===== src/rtl/qdec_pkg.sv =====
package qdec_pkg;

  // binary quarter-step position between detents (00 = detent)
  typedef logic [1:0] quad_pos_t;

  // signed tracking counter, range -3..+3 in use
  typedef logic signed [2:0] track_cnt_t;

  localparam quad_pos_t  POS_DETENT = 2'b00;
  localparam track_cnt_t TRACK_FWD_FULL = 3'sb011;
  localparam track_cnt_t TRACK_REV_FULL = 3'sb101;
  localparam track_cnt_t TRACK_ZERO = 3'sb000;

  // raw lines idle high: invert, then Gray to binary (upper bit passes through)
  function automatic quad_pos_t raw_to_pos(input logic [1:0] raw_pair);
    logic [1:0] gray;
    gray = ~raw_pair;
    return {gray[1], gray[1] ^ gray[0]};
  endfunction

endpackage


===== src/rtl/qdec_sync.sv =====
module qdec_sync #(
  parameter int WIDTH       = 2,
  parameter int SYNC_STAGES = 2
) (
  input  logic             clk,
  input  logic             rst,
  input  logic [WIDTH-1:0] din,
  output logic [WIDTH-1:0] dout
);

  localparam int LAST = SYNC_STAGES - 1;

  logic [WIDTH-1:0] stage_q [SYNC_STAGES];

  generate
    for (genvar s = 0; s < SYNC_STAGES; s++) begin : g_stage
      always_ff @(posedge clk) begin
        if (rst) begin
          stage_q[s] <= '1;
        end else if (s == 0) begin
          stage_q[s] <= din;
        end else begin
          stage_q[s] <= stage_q[(s == 0) ? 0 : s-1];
        end
      end
    end
    if (SYNC_STAGES > 1) begin : g_chk
      // the output stage always carries the previous stage one cycle later
      assert_sync_chain_R2: assert property (@(posedge clk) disable iff (rst)
        stage_q[LAST] == $past(stage_q[LAST-1]));
    end
  endgenerate

  assign dout = stage_q[LAST];

endmodule


===== src/rtl/qdec_track.sv =====
module qdec_track
  import qdec_pkg::*;
(
  input  logic       clk,
  input  logic       rst,
  input  logic [1:0] lines_sync,
  output logic       cw_pulse,
  output logic       ccw_pulse
);

  quad_pos_t  pos_now;
  quad_pos_t  pos_prev;
  quad_pos_t  pos_diff;
  track_cnt_t cnt_q;
  logic       step_fwd;
  logic       step_rev;
  logic       at_detent;

  always_comb begin
    pos_now   = raw_to_pos(lines_sync);
    pos_diff  = pos_now - pos_prev;
    step_fwd  = (pos_diff == 2'd1);
    step_rev  = (pos_diff == 2'd3);
    at_detent = (pos_now == POS_DETENT);
  end

  always_ff @(posedge clk) begin
    if (rst) begin
      pos_prev  <= POS_DETENT;
      cnt_q     <= TRACK_ZERO;
      cw_pulse  <= 1'b0;
      ccw_pulse <= 1'b0;
    end else begin
      pos_prev  <= pos_now;
      cw_pulse  <= at_detent && (cnt_q == TRACK_FWD_FULL);
      ccw_pulse <= at_detent && (cnt_q == TRACK_REV_FULL);
      if (at_detent) begin
        cnt_q <= TRACK_ZERO;
      end else if (step_fwd) begin
        cnt_q <= cnt_q + 3'sd1;
      end else if (step_rev) begin
        cnt_q <= cnt_q - 3'sd1;
      end
    end
  end

  // the detent code always returns the tracker to zero
  assert_detent_zero_R7: assert property (@(posedge clk) disable iff (rst)
    at_detent |=> (cnt_q == TRACK_ZERO));
  // a clockwise pulse only follows a +3 count
  assert_cw_from_full_R4: assert property (@(posedge clk) disable iff (rst)
    cw_pulse |-> ($past(cnt_q) == TRACK_FWD_FULL));
  // a counter-clockwise pulse only follows a -3 count
  assert_ccw_from_full_R5: assert property (@(posedge clk) disable iff (rst)
    ccw_pulse |-> ($past(cnt_q) == TRACK_REV_FULL));
  // pulses are one cycle wide and exclusive
  assert_cw_single_R8: assert property (@(posedge clk) disable iff (rst)
    cw_pulse |=> !cw_pulse);
  assert_ccw_single_R8: assert property (@(posedge clk) disable iff (rst)
    ccw_pulse |=> !ccw_pulse);
  assert_pulse_excl_R8: assert property (@(posedge clk) disable iff (rst)
    $onehot0({cw_pulse, ccw_pulse}));
  // a repeated code leaves the tracker unchanged
  assert_repeat_hold_R6: assert property (@(posedge clk) disable iff (rst)
    (!at_detent && pos_now == pos_prev) |=> $stable(cnt_q));

endmodule


===== src/rtl/qdec_accum.sv =====
module qdec_accum #(
  parameter int CNT_W = 8
) (
  input  logic                    clk,
  input  logic                    rst,
  input  logic                    inc,
  input  logic                    dec,
  input  logic                    rd_stb,
  output logic signed [CNT_W-1:0] rd_data
);

  localparam logic signed [CNT_W:0] SAT_MAX = (CNT_W+1)'((1 << (CNT_W-1)) - 1);
  localparam logic signed [CNT_W:0] SAT_MIN = -(CNT_W+1)'(1 << (CNT_W-1));

  logic signed [CNT_W-1:0] total_q;
  logic signed [CNT_W:0]   base;
  logic signed [CNT_W:0]   delta;
  logic signed [CNT_W:0]   sum;
  logic signed [CNT_W-1:0] next_total;

  always_comb begin
    // a read restarts the total; a pulse in the same cycle is kept
    base  = rd_stb ? '0 : {total_q[CNT_W-1], total_q};
    delta = inc ? (CNT_W+1)'(1) : (dec ? -(CNT_W+1)'(1) : '0);
    sum   = base + delta;
    if (sum > SAT_MAX)      next_total = SAT_MAX[CNT_W-1:0];
    else if (sum < SAT_MIN) next_total = SAT_MIN[CNT_W-1:0];
    else                    next_total = sum[CNT_W-1:0];
  end

  always_ff @(posedge clk) begin
    if (rst) begin
      total_q <= '0;
      rd_data <= '0;
    end else begin
      total_q <= next_total;
      if (rd_stb) rd_data <= total_q;
    end
  end

  // no wrap from the top limit on a further increment
  assert_no_wrap_hi_R10: assert property (@(posedge clk) disable iff (rst)
    (!rd_stb && inc && total_q == SAT_MAX[CNT_W-1:0]) |=> (total_q == SAT_MAX[CNT_W-1:0]));
  // no wrap from the bottom limit on a further decrement
  assert_no_wrap_lo_R10: assert property (@(posedge clk) disable iff (rst)
    (!rd_stb && dec && total_q == SAT_MIN[CNT_W-1:0]) |=> (total_q == SAT_MIN[CNT_W-1:0]));
  // without a read the reported value holds
  assert_rd_hold_R9: assert property (@(posedge clk) disable iff (rst)
    !rd_stb |=> $stable(rd_data));

endmodule


===== src/rtl/qdec_top.sv =====
module qdec_top #(
  parameter int CNT_W       = 8,
  parameter int SYNC_STAGES = 2
) (
  input  logic                    clk,
  input  logic                    rst,
  input  logic                    enc_a_raw,
  input  logic                    enc_b_raw,
  input  logic                    rd_stb,
  output logic                    cw_pulse,
  output logic                    ccw_pulse,
  output logic signed [CNT_W-1:0] step_count
);

  logic [1:0] lines_sync;
  logic       cw_int;
  logic       ccw_int;

  qdec_sync #(
    .WIDTH      (2),
    .SYNC_STAGES(SYNC_STAGES)
  ) sync_i (
    .clk (clk),
    .rst (rst),
    .din ({enc_a_raw, enc_b_raw}),
    .dout(lines_sync)
  );

  qdec_track track_i (
    .clk       (clk),
    .rst       (rst),
    .lines_sync(lines_sync),
    .cw_pulse  (cw_int),
    .ccw_pulse (ccw_int)
  );

  qdec_accum #(
    .CNT_W(CNT_W)
  ) accum_i (
    .clk    (clk),
    .rst    (rst),
    .inc    (cw_int),
    .dec    (ccw_int),
    .rd_stb (rd_stb),
    .rd_data(step_count)
  );

  assign cw_pulse  = cw_int;
  assign ccw_pulse = ccw_int;

  // quiet outputs right after reset
  assert_reset_quiet_R1: assert property (@(posedge clk)
    $past(rst) |-> (!cw_pulse && !ccw_pulse && step_count == '0));

endmodule


===== config.mk =====
export PLATFORM = sky130hd
export DESIGN_NAME = qdec_top
export DESIGN_NICKNAME = d
export VERILOG_FILES = /design/src/rtl/qdec_pkg.sv /design/src/rtl/qdec_sync.sv /design/src/rtl/qdec_track.sv /design/src/rtl/qdec_accum.sv /design/src/rtl/qdec_top.sv
export SDC_FILE = /design/constraint.sdc
export NUM_CORES = 1
export LEC_CHECK = 0
export ABC_AREA = 1
export CAP_MARGIN = 10
export CORE_MARGIN = 3
export CORE_UTILIZATION = 55
export DETAILED_ROUTE_END_ITERATION = 12
export DONT_BUFFER_PORTS = 1
export PLACE_DENSITY = 0.7
export SETUP_SLACK_MARGIN = 0.5
export SLEW_MARGIN = 15
export SYNTH_ARGS = -nofsm -noshare
export SYNTH_HDL_FRONTEND = slang
export SYNTH_SLANG_ARGS = --single-unit

===== constraint.sdc =====
create_clock -name clk -period 2.7 [get_ports clk]
set_input_delay 0.54 -clock clk [delete_from_list [all_inputs] [get_ports clk]]
set_output_delay 0.54 -clock clk [all_outputs]
set_load 0.01 [all_outputs]

# After elaboration in Yosys (flattened, before gate mapping)
# Memory sizes are Yosys's and may differ from the RTL's.
# Index checks and enable logic that the tools add are counted.
# word_totals
wordCells	40
inputBits	5
ramBits	4
memories	1
out_inout_bits	10
regBits	23
# op_classes
magnitude_cmp	2
n_addsub	4
reduce_logical	6
n_eq_ne	4
n_mux	12
bitwise_logic	4
# mem_list
memory	words	width	rd	rd_clocked_by_memory_dff	write_ports	line_no	rtl
sync_i.stage_q	2	2	2	0	2	qdec_sync.sv:13	logic [WIDTH-1:0] stage_q [SYNC_STAGES];
# op_table
operator	n
9-bit two-way mux	3
9-bit adder	1
9-bit by 8-bit greater-than comparator with 1-bit output, second input constant	1
9-bit by 8-bit less-than comparator with 1-bit output, second input constant	1
8-bit two-way mux	1
7-bit two-way mux	1
3-bit == test, second input constant	2
3-bit two-way mux	2
2-bit two-way mux	2
2-bit OR reduction	2
3-bit by 2-bit adder with 3-bit output, second input constant	1
1-bit two-way mux	3
3-bit by 2-bit subtractor with 3-bit output, second input constant	1
2-bit by 1-bit == test with 1-bit output, second input constant	1
2-bit == test, second input constant	1
1-bit logical AND	2
2-bit zero test	1
2-bit inverter	1
1-bit bitwise OR	2
2-bit nonzero test	1
2-bit subtractor	1
1-bit bitwise XOR	1

# Logic depth before layout (Yosys ltp)
# Gate-level depths: netlist (run 1).
# An unclocked memory read counts as a cell.
# logic_depth
word_depth	7
mapped_depth	17
ltp_nobuf	17

# Hierarchy
# From an unflattened synthesis (run 1), not the netlist that was laid out.
# hier_totals
hier_cells	232
hier_area_um2	1554.0
# by_module_without_submodules
mod	n_inst	seq_area_each_um2	cells_each	area_per_inst_um2
qdec_accum	1	320.3	163	1049.8
qdec_track	1	140.1	56	387.9
qdec_sync	1	80.1	13	116.4

# Worst setup path after synthesis (run 1)
# No wires, ideal clock.
# synth_path
kind	input -> register
from	in rd_stb
to	reg accum_i.total_q[0]
arrival_ns	2.217
stages	12
required_time_ns	2.588
setup_time_ns	0.112
path_buffers	2
slack_ns	0.371
cell_sequence	clkbuf_1 clkbuf_1 nor2_1 ha_1 a21oi_1 nor2_1 nor2_1 nand3b_1 nand2_2 nand2_2 nand2_1 nor2_1
# synth_via
elab_chain_cells	5
word_cells_on_any_way	6
classes_between	add/sub (1); order compare (2); mux (3)
# synth_rtl
element	line_no	rtl
from (decl)	qdec_top.sv:9	input logic rd_stb,
9-bit two-way mux *	qdec_accum.sv:23	base = rd_stb ? '0 : {total_q[CNT_W-1], total_q};
9-bit adder *	qdec_accum.sv:25	sum = base + delta;
9-bit by 8-bit less-than comparator with 1-bit output	qdec_accum.sv:27	else if (sum < SAT_MIN) next_total = SAT_MIN[CNT_W-1:0];
8-bit two-way mux	qdec_accum.sv:27	
7-bit two-way mux *	qdec_accum.sv:26	if (sum > SAT_MAX) next_total = SAT_MAX[CNT_W-1:0];
to (signal assigned)	qdec_accum.sv:36	total_q <= next_total;
to (decl)	qdec_accum.sv:15	logic signed [CNT_W-1:0] total_q;
# Mark *: on every way between the ends. The rest lies on a longest branch, timed or not.
# A chain may end at the register's enable or synchronous reset.

==> results of run 1 <==
[critical path, cell delays in order, from the launching register on]
cell and delay (ns):
dfxtp_2 0.36, ha_4 0.26, inv_2 0.04, ha_4 0.16, xor2_2 0.18, or2_4 0.27
fa_2 0.42, a21oi_2 0.13, o21ai_1 0.08, xor2_1 0.14, nor2_1 0.10
[state kept, by name (all words and copies together), names as in the netlist]
register	cells
sync_i.stage_q	4
accum_i.rd_data	8
track_i.cnt_q	3
track_i.cw_pulse	1
track_i.ccw_pulse	1
accum_i.total_q	8
track_i.pos_prev	2
[metal layers]
layer / up-vias / share of wire [%] / global-route usage, %
met1: 496 / 50 / 24.8
met2: 26 / 43 / 26.2
met4: 0 / 2.0 / 6.10
li1: 612 / - / -
met5: - / 0 / 0
met3: 6 / 5.1 / 3.68
[per-stage QoR]
step / instance area, sq um / instances / worst slack, ns
after detailed placement: 1430 / 218 / 0.448
after global routing: 1530 / 224 / 0.394
after CTS: 1470 / 223 / 0.502
after global placement: 1430 / 218 / 0.529
after floorplan: 1410 / 193 / 0.571
final: 1530 / 224 / 0.517
[worst max-delay path by stage]
stage / slack, ns / end / start
after floorplan: 0.57 / track_i.cnt_q[2] / sync_i.stage_q[1][1]
after global placement: 0.53 / track_i.cnt_q[2] / sync_i.stage_q[1][1]
after detailed placement: 0.45 / track_i.cnt_q[2] / sync_i.stage_q[1][1]
after CTS: 0.50 / track_i.cnt_q[2] / sync_i.stage_q[1][1]
after global routing: 0.39 / track_i.cnt_q[2] / sync_i.stage_q[1][1]
final: 0.52 / track_i.cnt_q[2] / sync_i.stage_q[1][1]
[Yosys cell counts, types with 2 or more instances]
cell / instances / area, sq um
nand2_2: 8 / 50.1
o21ai_0: 10 / 50.1
nand3_1: 11 / 55.1
nand2_1: 39 / 146
xnor2_1: 2 / 17.5
nor2_1: 23 / 86.3
ha_1: 8 / 100
clkbuf_1: 2 / 7.51
inv_2: 3 / 11.3
or2_2: 6 / 37.5
nand3b_1: 3 / 22.5
inv_1: 24 / 90.1
a21oi_1: 13 / 65.1
nor2_4: 2 / 22.5
xor2_1: 5 / 43.8
dfxtp_1: 27 / 541
[cells by family after synthesis]
group                    synth area share [%]
AND/OR/NAND/NOR                          31.4
buffers and inverters                    8.10
XOR/XNOR                                 4.36
AO/OA/AOI/OAI                            9.16
adder cells (fa/ha/maj)                  8.54
flip-flops                               38.4
[final cells by class]
class,instances,share of cell area (%)
Clock inverter,1,0.492
Inverter,27,6.64
Multi-Input combinational cell,136,52.5
Clock buffer,3,1.48
Sequential cell,27,35.7
Timing Repair Buffer,2,0.984
Tap cell,28,2.30
[power by group through the flow]
stage / logic (W) / clock network [W] / registers [W]
after floorplan: 0.0000352 / 0 / 0.000426
after global placement: 0.0000344 / 0 / 0.000427
after detailed placement: 0.0000375 / 0 / 0.000428
after CTS: 0.0000396 / 0.000176 / 0.000419
after global routing: 0.0000605 / 0.000193 / 0.000421
final: 0.0000522 / 0.000169 / 0.000419
[what timing repair did]
action                                  in CTS  in global routing
endpoints found under the setup margin       1                  8
pin swaps                                    0                  5
setup buffers                                1                  1
resized for setup                            2                 12
==> impl_metrics.py, run 1 <==
metrics = {
    "synthesis": {
        "synth.distinct_cells": 23,
        "ys_ff_latch": 27,
        "synthCells": 193,
        "async_flop_share_pct": 0,
        "synth_edf_count": 0,
        "ys.flop_type": "dfxtp_1",
        "syn_area_sq_um": 1410,
        "yosysWarnings": 0,
        "synth_nets": 207,
        "syn_avg_cell_area_sq_um": 7.29,
        "ys_seq_area_share_pct": 38.4,
    },
    "clocking": {
        "htree_levels": 1,
        "clockRootBuffer": "clkbuf_4",
        "clock_latency_ns": 0.32,
        "cts_hold_buf": 0,
        "cts.clk_slew.worst_paths_ns": 0.13,
        "clock-sinks": 27,
        "cts_buffers": 3,
        "cts_tree": "yes",
        "cts_max_path_buffers": 2,
    },
    "grt": {
        "grt_use_total_pct": 17.5,
        "antenna_found_initial": 0,
        "grt_pass1_wl_microns": 4510,
        "grt_pass1_vias": 1084,
        "grt_max_degree": 24,
        "overflow": 0,
    },
    "critical_path": {
        "r2r_cells": 10,
        "r2r_slack_ns": 0.52,
        "required_ns": 2.97,
        "r2r-start": "sync_i.stage_q[1][1]",
        "r2r-end": "track_i.cnt_q[2]",
        "path_class": "reg -> reg",
        "start_kind": "flop",
        "end_kind": "flop",
        "worstPathArrival_ns": 2.45,
        "crit_fanout": 2,
    },
    "pwr": {
        "sw_frac_of_total_pct": 23.2,
        "power_w": 0.000641,
        "seqPwrFrac_pct": 65.5,
        "power_switching_w": 0.000149,
        "p_comb_share_pct": 8.1,
        "clockPowerShare_pct": 26.4,
        "vdd_drop_max_uv": 435,
        "internal-power_w": 0.000492,
        "p_leak_nw": 0.735,
        "power_density_nw_per_um2": 420,
    },
    "detailed_routing": {
        "first_pass_iters": 4,
        "antenna_left": 0,
        "drt-total-wl_microns": 2650,
        "post_drt_wl_per_cell_microns": 11.8,
        "vias_per_cell": 5.09,
        "vias": 1140,
        "drc": 0,
        "drt-initial-drc-count": 26,
    },
    "die": {
        "pin_count": 15,
        "die_area_sq_um": 3200,
        "core_area_sq_um": 2320,
        "row_count": 17,
        "initial_utilization_pct": 60.7,
        "fp.dieH_microns": 56.6,
        "die_x_microns": 56.6,
    },
    "place": {
        "gp_routability_congestion": 0.770,
        "port_buffers": 0,
        "hpwlAfterDp_microns": 2040,
    },
    "timing": {
        "rsz0062_at_grt": "yes",
        "post-route-period-util_pct": 80.9,
        "hold_viol": 0,
        "finalSetupTns_ns": 0,
        "holdWs_ns": 0.268,
        "fin_crit_ns": 2.18,
        "skew_ns": 0.00471,
        "finalSetupViolCount": 0,
        "max_freq_ghz": 0.458,
        "slew_violations": 0,
        "worstMarginPinSlew_ns": 0.430,
        "slew_headroom_pct": 71.3,
    },
    "hold_path": {
        "min_path_cells": 1,
        "hold_start": "rst",
        "hold_path.class": "in -> reg",
        "holdPathEnd": "track_i.pos_prev[1]",
    },
    "layout": {
        "layout-drive-gt1-share_pct": 19.4,
        "n_antenna_cell": 0,
        "ff_latch_area_sq_um": 544,
        "final_common_cell": "nand2_1",
        "multi_input_area_sq_um": 801,
        "synthToLayoutAreaGrowth_pct": 8.54,
        "fill_cells": 205,
        "final_util_pct": 65.8,
        "nNetsFinal": 211,
        "final_cell_mix": "39 x nand2_1, 24 x dfxtp_1, 23 x inv_1, 23 x nor2_1, 11 x nand3_1",
    },
    "status": {
        "outcome": "complete, no violations",
    },
    "flow_run": {
        "maxCapViolations": 0,
    },
}
Power figures use the tool's default switching activity.
==> run 2, diff against run 1 <==
PLACE_DENSITY = 0.73   (was 0.7)
clock period = 2 ns   (was 2.7 ns; I/O delays follow)
==> run 2 against run 1 <==
The run now ends with setup timing left; core utilization is 13 points higher; clock-buffer cell count stayed put; sequential share of layout area is 6.0 points lower; non-clock buffer count is 11 higher; first-iteration DRC count is 81% higher; via count is 9.6% higher; cell count is 4.9% higher; critical path type unchanged; largest cell class unchanged.
==> impl_metrics.py, run 2 (synthesis results as in run 1) <==
metrics = {
    "status": {
        "outcome": "finished with violations",
        "violations": "setup timing",
    },
    "die": {
        "core_area_sq_um": 2320,
        "die_x_microns": 56.6,
        "die_area_sq_um": 3200,
        "initial_utilization_pct": 60.7,
        "pin_count": 15,
        "row_count": 17,
        "fp.dieH_microns": 56.6,
    },
    "clocking": {
        "clock_latency_ns": 0.33,
        "clock-sinks": 27,
        "cts_buffers": 3,
        "cts_max_path_buffers": 2,
        "cts.clk_slew.worst_paths_ns": 0.15,
        "cts_hold_buf": 0,
        "cts_tree": "yes",
        "htree_levels": 1,
        "clockRootBuffer": "clkbuf_4",
    },
    "timing": {
        "slew_violations": 0,
        "finalSetupViolCount": 1,
        "fin_crit_ns": 2.05,
        "worstMarginPinSlew_ns": 0.696,
        "slew_headroom_pct": 53.6,
        "finalWorstSetupSlack_ns": -0.0490,
        "post-route-period-util_pct": 102,
        "rsz0062_at_grt": "yes",
        "max_freq_ghz": 0.488,
        "holdWs_ns": 0.103,
        "skew_ns": 0.00574,
        "hold_viol": 0,
        "finalSetupTns_ns": -0.0490,
    },
    "grt": {
        "antenna_found_initial": 0,
        "overflow": 0,
        "grt_use_total_pct": 21.3,
        "grt_pass1_vias": 1222,
        "grt_pass1_wl_microns": 5250,
        "grt_max_degree": 24,
    },
    "pwr": {
        "power_w": 0.000883,
        "sw_frac_of_total_pct": 24.7,
        "p_comb_share_pct": 8.1,
        "p_leak_nw": 0.812,
        "seqPwrFrac_pct": 64.2,
        "vdd_drop_max_uv": 447,
        "internal-power_w": 0.000665,
        "power_density_nw_per_um2": 480,
        "power_switching_w": 0.000218,
        "clockPowerShare_pct": 27.7,
    },
    "layout": {
        "synthToLayoutAreaGrowth_pct": 30.7,
        "final_common_cell": "nand2_1",
        "layout-drive-gt1-share_pct": 38.2,
        "nNetsFinal": 222,
        "final_cell_mix": "29 x nand2_1, 24 x dfxtp_1, 21 x inv_1, 20 x nor2_1, 10 x nand2_2",
        "top_regs": "accum_i.rd_data x8, accum_i.total_q x8, sync_i.stage_q x4",
        "n_antenna_cell": 0,
        "design_area_sq_um": 1840,
        "final_cell_count_no_fill": 235,
    },
    "critical_path": {
        "cpMaxStageDelayCell": "dfxtp_2",
        "path_class": "reg -> reg",
        "required_ns": 2.29,
        "critPathMostFrequentCell": "ha_4",
        "crit_buf_inv": 1,
        "worstPathArrival_ns": 2.34,
        "start_kind": "flop",
        "cp_cell_sequence": "ha_4, inv_2, ha_4, xor2_2, or2_4, fa_2, a21oi_2, o21ai_1, xor2_1, nor2_1",
        "end_kind": "flop",
        "slowest_delay_ns": 0.36,
        "crit_fanout": 2,
        "crit_family": "adder cells",
    },
    "detailed_routing": {
        "drt-initial-drc-count": 47,
        "vias": 1250,
        "post_drt_wl_per_cell_microns": 13.8,
        "vias_per_cell": 5.32,
        "antenna_left": 0,
        "drc": 0,
        "first_pass_iters": 6,
        "drt-total-wl_microns": 3250,
    },
    "place": {
        "dpl_cell_area_sq_um": 1580,
        "port_buffers": 0,
        "gp_routability_congestion": 0.774,
        "hpwlAfterDp_microns": 2170,
        "dp.cells": 222,
    },
    "flow_run": {
        "maxCapViolations": 0,
    },
    "hold_path": {
        "hold_path.class": "in -> reg",
    },
}
[run 2: path summary, 6_finish.rpt]
path                                      startpoint                    to  slack, ns  depth (start not counted)
worst max-delay path            sync_i.stage_q[1][1]      track_i.cnt_q[2]      -0.05                         10
worst min register to register  sync_i.stage_q[0][1]  sync_i.stage_q[1][1]       0.43                          1
worst min-delay path                             rst    accum_i.total_q[7]       0.10                          1
worst max register to register  sync_i.stage_q[1][1]      track_i.cnt_q[2]      -0.05                         10
[run 2: layer usage]
metal | track usage, % | vias up | wire length (microns)
li1 | - | 630 | -
met1 | 22.7 | 585 | 1270
met2 | 38.4 | 27 | 1810
met3 | 4.60 | 8 | 115
met4 | 11.5 | 0 | 56
met5 | 0 | - | 0
[run 2: repair_timing]
item | 4_1_cts | 5_1_grt
pin swaps | 19 | 10
endpoints found under the setup margin | 10 | 10
resized for setup | 24 | 12
buffers inserted | 8 | 1
endpoints found under the hold margin | 0 | 0
[run 2: cell type report]
class	instances	area (sq um)
sequential	27	544
inverter	27	101
fill	159	480
timing repair buffer	13	113
multi-input combinational	136	1010
clock buffer	3	22.5
tap	28	35.0
clock inverter	1	7.51
[run 2: worst reg2reg max path: stages (launching register included)]
cell and delay [ns]:
dfxtp_2 0.36, ha_4 0.26, inv_2 0.04, ha_4 0.15, xor2_2 0.17, or2_4 0.24
fa_2 0.35, a21oi_2 0.11, o21ai_1 0.08, xor2_1 0.16, nor2_1 0.09
[run 2: through the flow]
step / worst slack [ns] / utilization, %
2_1_floorplan: 0.00831 / -
3_3_place_gp: 0.0000806 / 68.1
3_5_place_dp: -0.0579 / 68.1
4_1_cts: -0.0700 / 76.9
5_1_grt: -0.178 / 79.3
6_report: -0.0490 / 79.3
[run 2: power groups by stage]
stage / Combinational [W] / Clock, W / Sequential, W
after floorplan: 0.0000664 / 0 / 0.000577
after global placement: 0.0000652 / 0 / 0.000578
after detailed placement: 0.0000667 / 0 / 0.000579
after CTS: 0.0000715 / 0.000253 / 0.000567
after global routing: 0.0000804 / 0.000273 / 0.000569
final: 0.0000712 / 0.000245 / 0.000567
